===== src/rtl/tla_pkg.sv =====
// Package: shared widths and constants for the temperature limit alarm.
// Assumes a 16-bit two's complement sample with 7 fractional bits.
package tla_pkg;
    localparam int TEMP_W    = 16;
    localparam int HYST_W    = 4;
    localparam int FRAC_BITS = 7;
    localparam int NUM_EV    = 3;

    // Event index doubles as the bit position in the 13-bit word.
    localparam int EV_LOW  = 0;
    localparam int EV_HIGH = 1;
    localparam int EV_CRIT = 2;

    // Register-file reset values, for the surrounding logic and the bench.
    localparam logic [TEMP_W-1:0] RST_LIM_CRIT = 16'h4980;
    localparam logic [TEMP_W-1:0] RST_LIM_HIGH = 16'h2000;
    localparam logic [TEMP_W-1:0] RST_LIM_LOW  = 16'h0500;
    localparam logic [HYST_W-1:0] RST_HYST     = 4'd5;
endpackage


===== src/rtl/tla_hyst_scale.sv =====
// Module: tla_hyst_scale
// Turns a whole-degree hysteresis into sample LSBs, one bit wider than
// the sample so that later adds and subtracts cannot wrap.
// Assumes TW+1 >= HW+FRAC.
module tla_hyst_scale #(
    parameter int TW   = 16,
    parameter int HW   = 4,
    parameter int FRAC = 7
) (
    input  logic [HW-1:0]        hyst,
    output logic signed [TW:0]   hyst_x
);
    localparam int PADW = TW + 1 - HW - FRAC;

    // Purpose: zero-extend and scale the hysteresis by 2**FRAC.
    always_comb begin
        hyst_x = $signed({{PADW{1'b0}}, hyst, {FRAC{1'b0}}});
    end
endmodule


===== src/rtl/tla_event.sv =====
// Module: tla_event
// One latching limit event with hysteresis. With IS_UPPER=1 it trips
// above the limit and releases below limit-hyst. Otherwise it trips
// below the limit and releases above limit+hyst. It updates only on upd.
// Assumes hyst_x is non-negative and already scaled.
module tla_event #(
    parameter int TW       = 16,
    parameter bit IS_UPPER = 1'b1
) (
    input  logic                 clk,
    input  logic                 rst_n,
    input  logic                 upd,
    input  logic [TW-1:0]        temp,
    input  logic [TW-1:0]        limit,
    input  logic signed [TW:0]   hyst_x,
    output logic                 flag_d,
    output logic                 flag_q
);
    logic signed [TW:0] temp_x;
    logic signed [TW:0] lim_x;
    logic signed [TW:0] rel_x;
    logic               trip;
    logic               keep;

    // Purpose: sign-extend the operands to TW+1 bits.
    always_comb begin
        temp_x = $signed({temp[TW-1], temp});
        lim_x  = $signed({limit[TW-1], limit});
    end

    generate
        if (IS_UPPER) begin : g_upper
            // Purpose: over-limit trip and release threshold below the limit.
            always_comb begin
                rel_x = lim_x - hyst_x;
                trip  = temp_x > lim_x;
                keep  = temp_x >= rel_x;
            end
        end else begin : g_lower
            // Purpose: under-limit trip and release threshold above the limit.
            always_comb begin
                rel_x = lim_x + hyst_x;
                trip  = temp_x < lim_x;
                keep  = temp_x <= rel_x;
            end
        end
    endgenerate

    // Purpose: next flag value for a strobe this cycle.
    always_comb begin
        flag_d = upd ? (trip | (flag_q & keep)) : flag_q;
    end

    // Purpose: hold the flag between strobes.
    always_ff @(posedge clk) begin
        if (!rst_n) flag_q <= 1'b0;
        else        flag_q <= flag_d;
    end
endmodule


===== src/rtl/tla_word_fmt.sv =====
// Module: tla_word_fmt
// Captures the readable temperature word on each strobe. In narrow mode
// the low NF bits are replaced by the event flags. In wide mode the word
// is the full sample.
module tla_word_fmt #(
    parameter int TW = 16,
    parameter int NF = 3
) (
    input  logic          clk,
    input  logic          rst_n,
    input  logic          upd,
    input  logic          res16,
    input  logic [TW-1:0] temp,
    input  logic [NF-1:0] flags_d,
    output logic [TW-1:0] word_q
);
    logic [TW-1:0] word_d;

    // Purpose: choose between flag bits and sample bits at the bottom.
    always_comb begin
        word_d = res16 ? temp : {temp[TW-1:NF], flags_d};
    end

    // Purpose: register the word on a strobe, hold it otherwise.
    always_ff @(posedge clk) begin
        if (!rst_n)   word_q <= '0;
        else if (upd) word_q <= word_d;
    end
endmodule


===== src/rtl/temp_limit_alarm.sv =====
// Module: temp_limit_alarm (top)
// Compares each strobed sample with the critical, upper and lower limits,
// each with latching hysteresis. Drives the critical alarm and the
// interrupt, and forms the readable temperature word.
// Assumes the limits and hysteresis are stable around each strobe.
module temp_limit_alarm
    import tla_pkg::*;
#(
    parameter int TEMP_W_P = TEMP_W,
    parameter int HYST_W_P = HYST_W,
    parameter int FRAC_P   = FRAC_BITS
) (
    input  logic                 clk,
    input  logic                 rst_n,
    input  logic                 sample_vld,
    input  logic [TEMP_W_P-1:0]  sample,
    input  logic                 res16,
    input  logic [TEMP_W_P-1:0]  lim_crit,
    input  logic [TEMP_W_P-1:0]  lim_high,
    input  logic [TEMP_W_P-1:0]  lim_low,
    input  logic [HYST_W_P-1:0]  hyst,
    output logic                 crit_alarm,
    output logic                 irq,
    output logic [TEMP_W_P-1:0]  temp_word
);
    logic signed [TEMP_W_P:0]            hyst_x;
    logic [NUM_EV-1:0][TEMP_W_P-1:0]     lim_arr;
    logic [NUM_EV-1:0]                   ev_d;
    logic [NUM_EV-1:0]                   ev_q;

    // Purpose: collect the limits by event index.
    always_comb begin
        lim_arr[EV_CRIT] = lim_crit;
        lim_arr[EV_HIGH] = lim_high;
        lim_arr[EV_LOW]  = lim_low;
    end

    tla_hyst_scale #(.TW(TEMP_W_P), .HW(HYST_W_P), .FRAC(FRAC_P)) u_scale (
        .hyst   (hyst),
        .hyst_x (hyst_x)
    );

    generate
        for (genvar gi = 0; gi < NUM_EV; gi++) begin : g_ev
            tla_event #(.TW(TEMP_W_P), .IS_UPPER(gi != EV_LOW)) u_ev (
                .clk    (clk),
                .rst_n  (rst_n),
                .upd    (sample_vld),
                .temp   (sample),
                .limit  (lim_arr[gi]),
                .hyst_x (hyst_x),
                .flag_d (ev_d[gi]),
                .flag_q (ev_q[gi])
            );
        end
    endgenerate

    tla_word_fmt #(.TW(TEMP_W_P), .NF(NUM_EV)) u_word (
        .clk     (clk),
        .rst_n   (rst_n),
        .upd     (sample_vld),
        .res16   (res16),
        .temp    (sample),
        .flags_d (ev_d),
        .word_q  (temp_word)
    );

    // Purpose: map the event flags onto the two alarm outputs.
    always_comb begin
        crit_alarm = ev_q[EV_CRIT];
        irq        = ev_q[EV_HIGH] | ev_q[EV_LOW];
    end
endmodule


===== config.mk =====
export PLATFORM = sky130hd
export DESIGN_NAME = temp_limit_alarm
export DESIGN_NICKNAME = d
export VERILOG_FILES = /design/src/rtl/tla_pkg.sv /design/src/rtl/tla_hyst_scale.sv /design/src/rtl/tla_event.sv /design/src/rtl/tla_word_fmt.sv /design/src/rtl/temp_limit_alarm.sv
export SDC_FILE = /design/constraint.sdc
export NUM_CORES = 1
export LEC_CHECK = 0
export CAP_MARGIN = 15
export CORE_MARGIN = 4
export CORE_UTILIZATION = 50
export CTS_CLUSTER_DIAMETER = 200
export DETAILED_ROUTE_END_ITERATION = 8
export PLACE_DENSITY = 0.82
export SYNTH_ARGS = -nofsm -noshare
export SYNTH_HDL_FRONTEND = slang
export SYNTH_SLANG_ARGS = --single-unit

===== constraint.sdc =====
create_clock -name clk -period 4.2 [get_ports clk]
set_input_delay 0.63 -clock clk [delete_from_list [all_inputs] [get_ports clk]]
set_output_delay 0.63 -clock clk [all_outputs]
set_load 0.01 [all_outputs]

Word level (Yosys, flattened, before mapping)
Cells that the tools add are included.

Order comparisons: 6. $add $sub $neg: 3. Muxes and demuxes: 4. Bitwise logic cells: 7.

Operators by type and width (count): $ge 16x17->1 (2); $sub 16x12->17 (2); $gt 16x16->1 (2); $add 16x12->17 (1); $le 16x17->1 (1); $lt 16x16->1 (1); $or 1x1->1 (4); $and 1x1->1 (3); $mux 1 (3); $mux 3 (1).

Register bits: 19. Input port bits: 72. Output and inout port bits: 18. Word-level logic and storage cells: 24.

Longest topological paths before layout
Depth in word-level cells: 6. Depth in mapped cells: 17. Mapped depth without buffers: 17.

Cells and area by module
A second synthesis with hierarchy kept.

Cell total of the unflattened synthesis: 709. Area total of the unflattened synthesis: 5541.6 um^2.

Modules (own cells, without submodules): tla_event (g_ev[1].u_ev ...) (area an instance 1580.3 um^2, times used 2, cells an instance 216); tla_event (g_ev[0].u_ev) (area an instance 1615.3 um^2, times used 1, cells an instance 204); tla_word_fmt (area an instance 628.1 um^2, times used 1, cells an instance 54); tla_hyst_scale (area an instance 131.4 um^2, times used 1, cells an instance 18); temp_limit_alarm (area an instance 6.3 um^2, times used 1, cells an instance 1).

Least setup slack after synthesis
OpenSTA, ideal clock, no wires.

Path type: input -> register. From: input lim_high[7]. To: register u_word.word_q[1]. Stages: 17. Library setup time: 0.115 ns. Data arrival time: 3.452 ns. Required time: 4.085 ns. Path buffers: 0. Setup slack: 0.634 ns. Cells stage by stage: inv_1 -> ha_1 -> inv_1 -> fa_1 -> a21oi_1 -> nor2b_1 -> or3_1 -> nor4_1 -> xnor2_1 -> ha_1 -> nand2_1 -> nor4_1 -> a21oi_1 -> o31a_1 -> o21ai_0 -> a21boi_0 -> o21a_1.

Word-level cells in the longest chain between the ends: 6.

Ends and longest elaborated chain: start, declared (RTL line temp_limit_alarm.sv:19) `input logic [TEMP_W_P-1:0] lim_high,`; $sub 16x12->17 (RTL line tla_event.sv:35) `rel_x = lim_x - hyst_x;`; $ge 16x17->1 (RTL line tla_event.sv:37) `keep = temp_x >= rel_x;`; $and 1x1->1 (RTL line tla_event.sv:51) `flag_d = upd ? (trip | (flag_q & keep)) : flag_q;`; $or 1x1->1 (*) (RTL line tla_event.sv:51); $mux 1 (*) (RTL line tla_event.sv:51); $mux 3 (*) (RTL line tla_word_fmt.sv:21) `word_d = res16 ? temp : {temp[TW-1:NF], flags_d};`; end signal, assigned (RTL line tla_word_fmt.sv:27) `else if (upd) word_q <= word_d;`; end, declared (RTL line tla_word_fmt.sv:15) `output logic [TW-1:0] word_q`.

Every way passes the cells marked *; elsewhere a longest branch is shown, timed or not. A chain may end at the register's enable or synchronous reset.

Worst setup path in the final report
From: input hyst[0]. To: register u_word.word_q[1].

Word-level cells in the longest chain between the ends: 6.

Ends and longest elaborated chain: start, declared (RTL line temp_limit_alarm.sv:21) `input logic [HYST_W_P-1:0] hyst,`; $sub 16x12->17 (RTL line tla_event.sv:35); $ge 16x17->1 (RTL line tla_event.sv:37); $and 1x1->1 (RTL line tla_event.sv:51); $or 1x1->1 (RTL line tla_event.sv:51); $mux 1 (RTL line tla_event.sv:51); $mux 3 (RTL line tla_word_fmt.sv:21).

Every way passes these cells.

==> run_results.csv <==
group,metric,value,unit
cts,htreeDepth,1,
final_layout,drive_gt1_frac,0.0350,
sta,rsz0062_at_grt,"false",
logic_synthesis,synth_top_area_frac,0.335,
floorplan,rows,29,
critical_path,endpoint_kind,"register",
cts,cts_tree,"done",
cts,cts_buffers,3,
pwr,p_leak,0.00217,uW
global_route,grt_pass1_vias,3544,
floorplan,die_w,90.0,um
final_layout,areaGrowthSynthToFinish,32.0,%
route,drt_iter0_markers,112,
status,status,"completed",
global_route,grt_max_degree,23,
floorplan,fp.dieH,90.0,um
logic_synthesis,synth_area,0.00336,mm^2
global_route,grt_pass1_wl,16.5,mm
route,drc,0,
placed_design,portBuffers,89,
logic_synthesis,ys_warn_count,0,
critical_path,path_class,"in2reg",
cts,cts_max_path_buffers,2,
logic_synthesis,synthArstFlopShare,0,
global_route,grt_util_all_layers,0.243,
logic_synthesis,yosysUniqueCellTypes,48,
logic_synthesis,syn-num-nets,585,
floorplan,core_area,0.00642,mm^2
placed_design,post-place-ws,-149,ps
final_layout,stdcell_count,592,
final_layout,final_util,0.691,
route,antenna_left,0,
floorplan,dieArea,0.00810,mm^2
sta,finClkSkew,0.747,ps
route,vias,3454,
cts,root_buffer,"clkbuf_8",
critical_path,cp.arrival,4090,ps
logic_synthesis,syn-instance-count,420,
sta,tightest_slew,538,ps
pwr,p_total,805,uW
pwr,vdd_drop_max,0.267,mV
pwr,internal_power,498,uW
cts,holdBufCountCts,0,
sta,drv_slew,0,
global_route,antenna_found_initial,0,
logic_synthesis,ys_dominant_reg_cell,"dfxtp_1",
flow_run,max_cap_viol_count,0,
pwr,switching_share,0.381,
sta,setup_viol,0,
route,wl_per_cell,16.6,um
pwr,p_per_area,181,mW/mm^2
critical_path,cp-start-kind,"input pin",
logic_synthesis,ys_ff_latch,19,
sta,whs,525,ps
sta,slew_headroom,0.640,
placed_design,globalplace.congestion,0.937,
pwr,clock_power_share,0.157,
logic_synthesis,synth.area.top_cells,"ha_1 34%, dfxtp_1 11%, inv_1 7.1%",
floorplan,io_pins,90,
placed_design,dp.cells,588,
sta,fin_crit_sh,0.936,
sta,hold_violations,0,
logic_synthesis,avgSynthCellArea,8.00,um^2
placed_design,dpl.hpwl,8.22,mm
logic_synthesis,yosys.area.top_type,"ha_1",
pwr,comb_power_share,0.594,
route,drt_wl_total,9.80,mm
cts,cts_sinks,19,
route,avgViaCountPerCell,5.83,
pwr,p_switching,306,uW
critical_path,crit_required,4360,ps
route,dr.pass1.iters,5,
cts,clkTransAtPathRegs,70,ps
logic_synthesis,ys_seq_area_frac,0.113,
floorplan,start_util,0.523,
sta,setup_ws,269,ps
worst_hold_path,hold_path_class,"reg2reg",
critical_path,crit_fanout,2,
cts,worstSkewPairLatency,260,ps
logic_synthesis,synth-edff-count,0,
sta,fmax,0.254,GHz
final_layout,nNetsFinal,681,
sta,final.min_clock_period,3930,ps
final_layout,diodes,0,
pwr,p_seq_frac,0.249,
global_route,overflow,0,
-- cells by family after synthesis --
kind of cell | share of synthesized area
compound gates | 0.206
fa+ha+maj | 0.353
xor+xnor | 0.0495
buf+inv | 0.0763
simple gates | 0.157
mux | 0.0447
flops | 0.113
-- path summary, 6_finish.rpt --
| check | startpoint | end | slack [ps] | cells after the start |
|---|---|---|---|---|
| hold / removal | u_word.word_q[5]$_SDFFE_PN0P_ | u_word.word_q[5]$_SDFFE_PN0P_ | 520 | 2 |
| setup reg to reg | g_ev[0].u_ev.flag_q$_SDFF_PN0_ | u_word.word_q[0]$_SDFFE_PN0P_ | 3070 | 5 |
| setup / recovery | hyst[0] | u_word.word_q[1]$_SDFFE_PN0P_ | 270 | 17 |
| hold reg to reg | u_word.word_q[5]$_SDFFE_PN0P_ | u_word.word_q[5]$_SDFFE_PN0P_ | 520 | 2 |
-- metrics by stage --
step                area [um^2]  setup TNS, ps
global route               4440              0
CTS                        4420              0
finish                     4440              0
detailed placement         4380           -149
floorplan                  3360              0
global placement           4380              0
-- cell type report --
cell class	count	area, um^2
fillers	544	1990
multi-input cells	333	2740
clock inverters	1	5.00
flip-flops and latches	19	380
inverters	64	240
well taps	77	96.3
clock buffers	3	41.3
repair buffers	95	936
-- layer usage --
metal  share of wire  track usage
met5               0            0
met3           0.053       0.0342
met2            0.49        0.434
met1            0.44        0.317
met4           0.013       0.0395
-- power groups by stage --
stage / Clock (uW) / Combinational, uW / Sequential [uW]
2_1_floorplan: 0 / 273 / 208
3_3_place_gp: 0 / 454 / 204
3_5_place_dp: 0 / 472 / 204
4_1_cts: 129 / 475 / 201
5_1_grt: 137 / 537 / 202
6_report: 126 / 478 / 201
-- cell usage after synthesis, drive strengths merged (8+ instances only) --
cell type,count
a21o,15
a21oi,37
dfxtp,19
ha,90
inv,64
mux2i,15
nand2,22
nand3,8
nand4,11
nor2,15
nor2b,18
o21ai,19
xnor2,18
-- cells in the final DEF (no fill, tap or decap), drive strengths merged, types with 6 or more instances in the layout --
cell           count
nor2              15
nor2b             18
mux2i             15
ha                90
a21o              15
nand2             22
o21a               6
o21ai             19
xnor2             18
inv               64
clkdlybuf4s50     89
nand3              8
dfxtp             19
buf                6
a21oi             37
nand4             11
nor3               7
-- state kept, by name, summed over array words and instances, names as in the netlist --
signal / cells
u_word.word_q: 16
g_ev.u_ev.flag_q: 3
-- critical path, cell delays in order --
cell,delay (ps)
clkdlybuf4s50_1,500
ha_1,170
inv_1,70
fa_1,380
a21oi_1,160
nor2b_1,70
or3_1,360
nor4_2,200
xnor2_1,110
ha_1,300
nand2_1,80
nor4_2,300
a21oi_1,130
o31a_1,240
o21ai_0,100
a21boi_0,130
o21a_1,180
-- repair_timing --
| action | 4_1_cts | 5_1_grt |
|---|---|---|
| endpoints found under the setup margin | 0 | 1 |
| resized for setup | 0 | 2 |
| buffers inserted | 0 | 0 |
(Power assumes the default switching activity.)
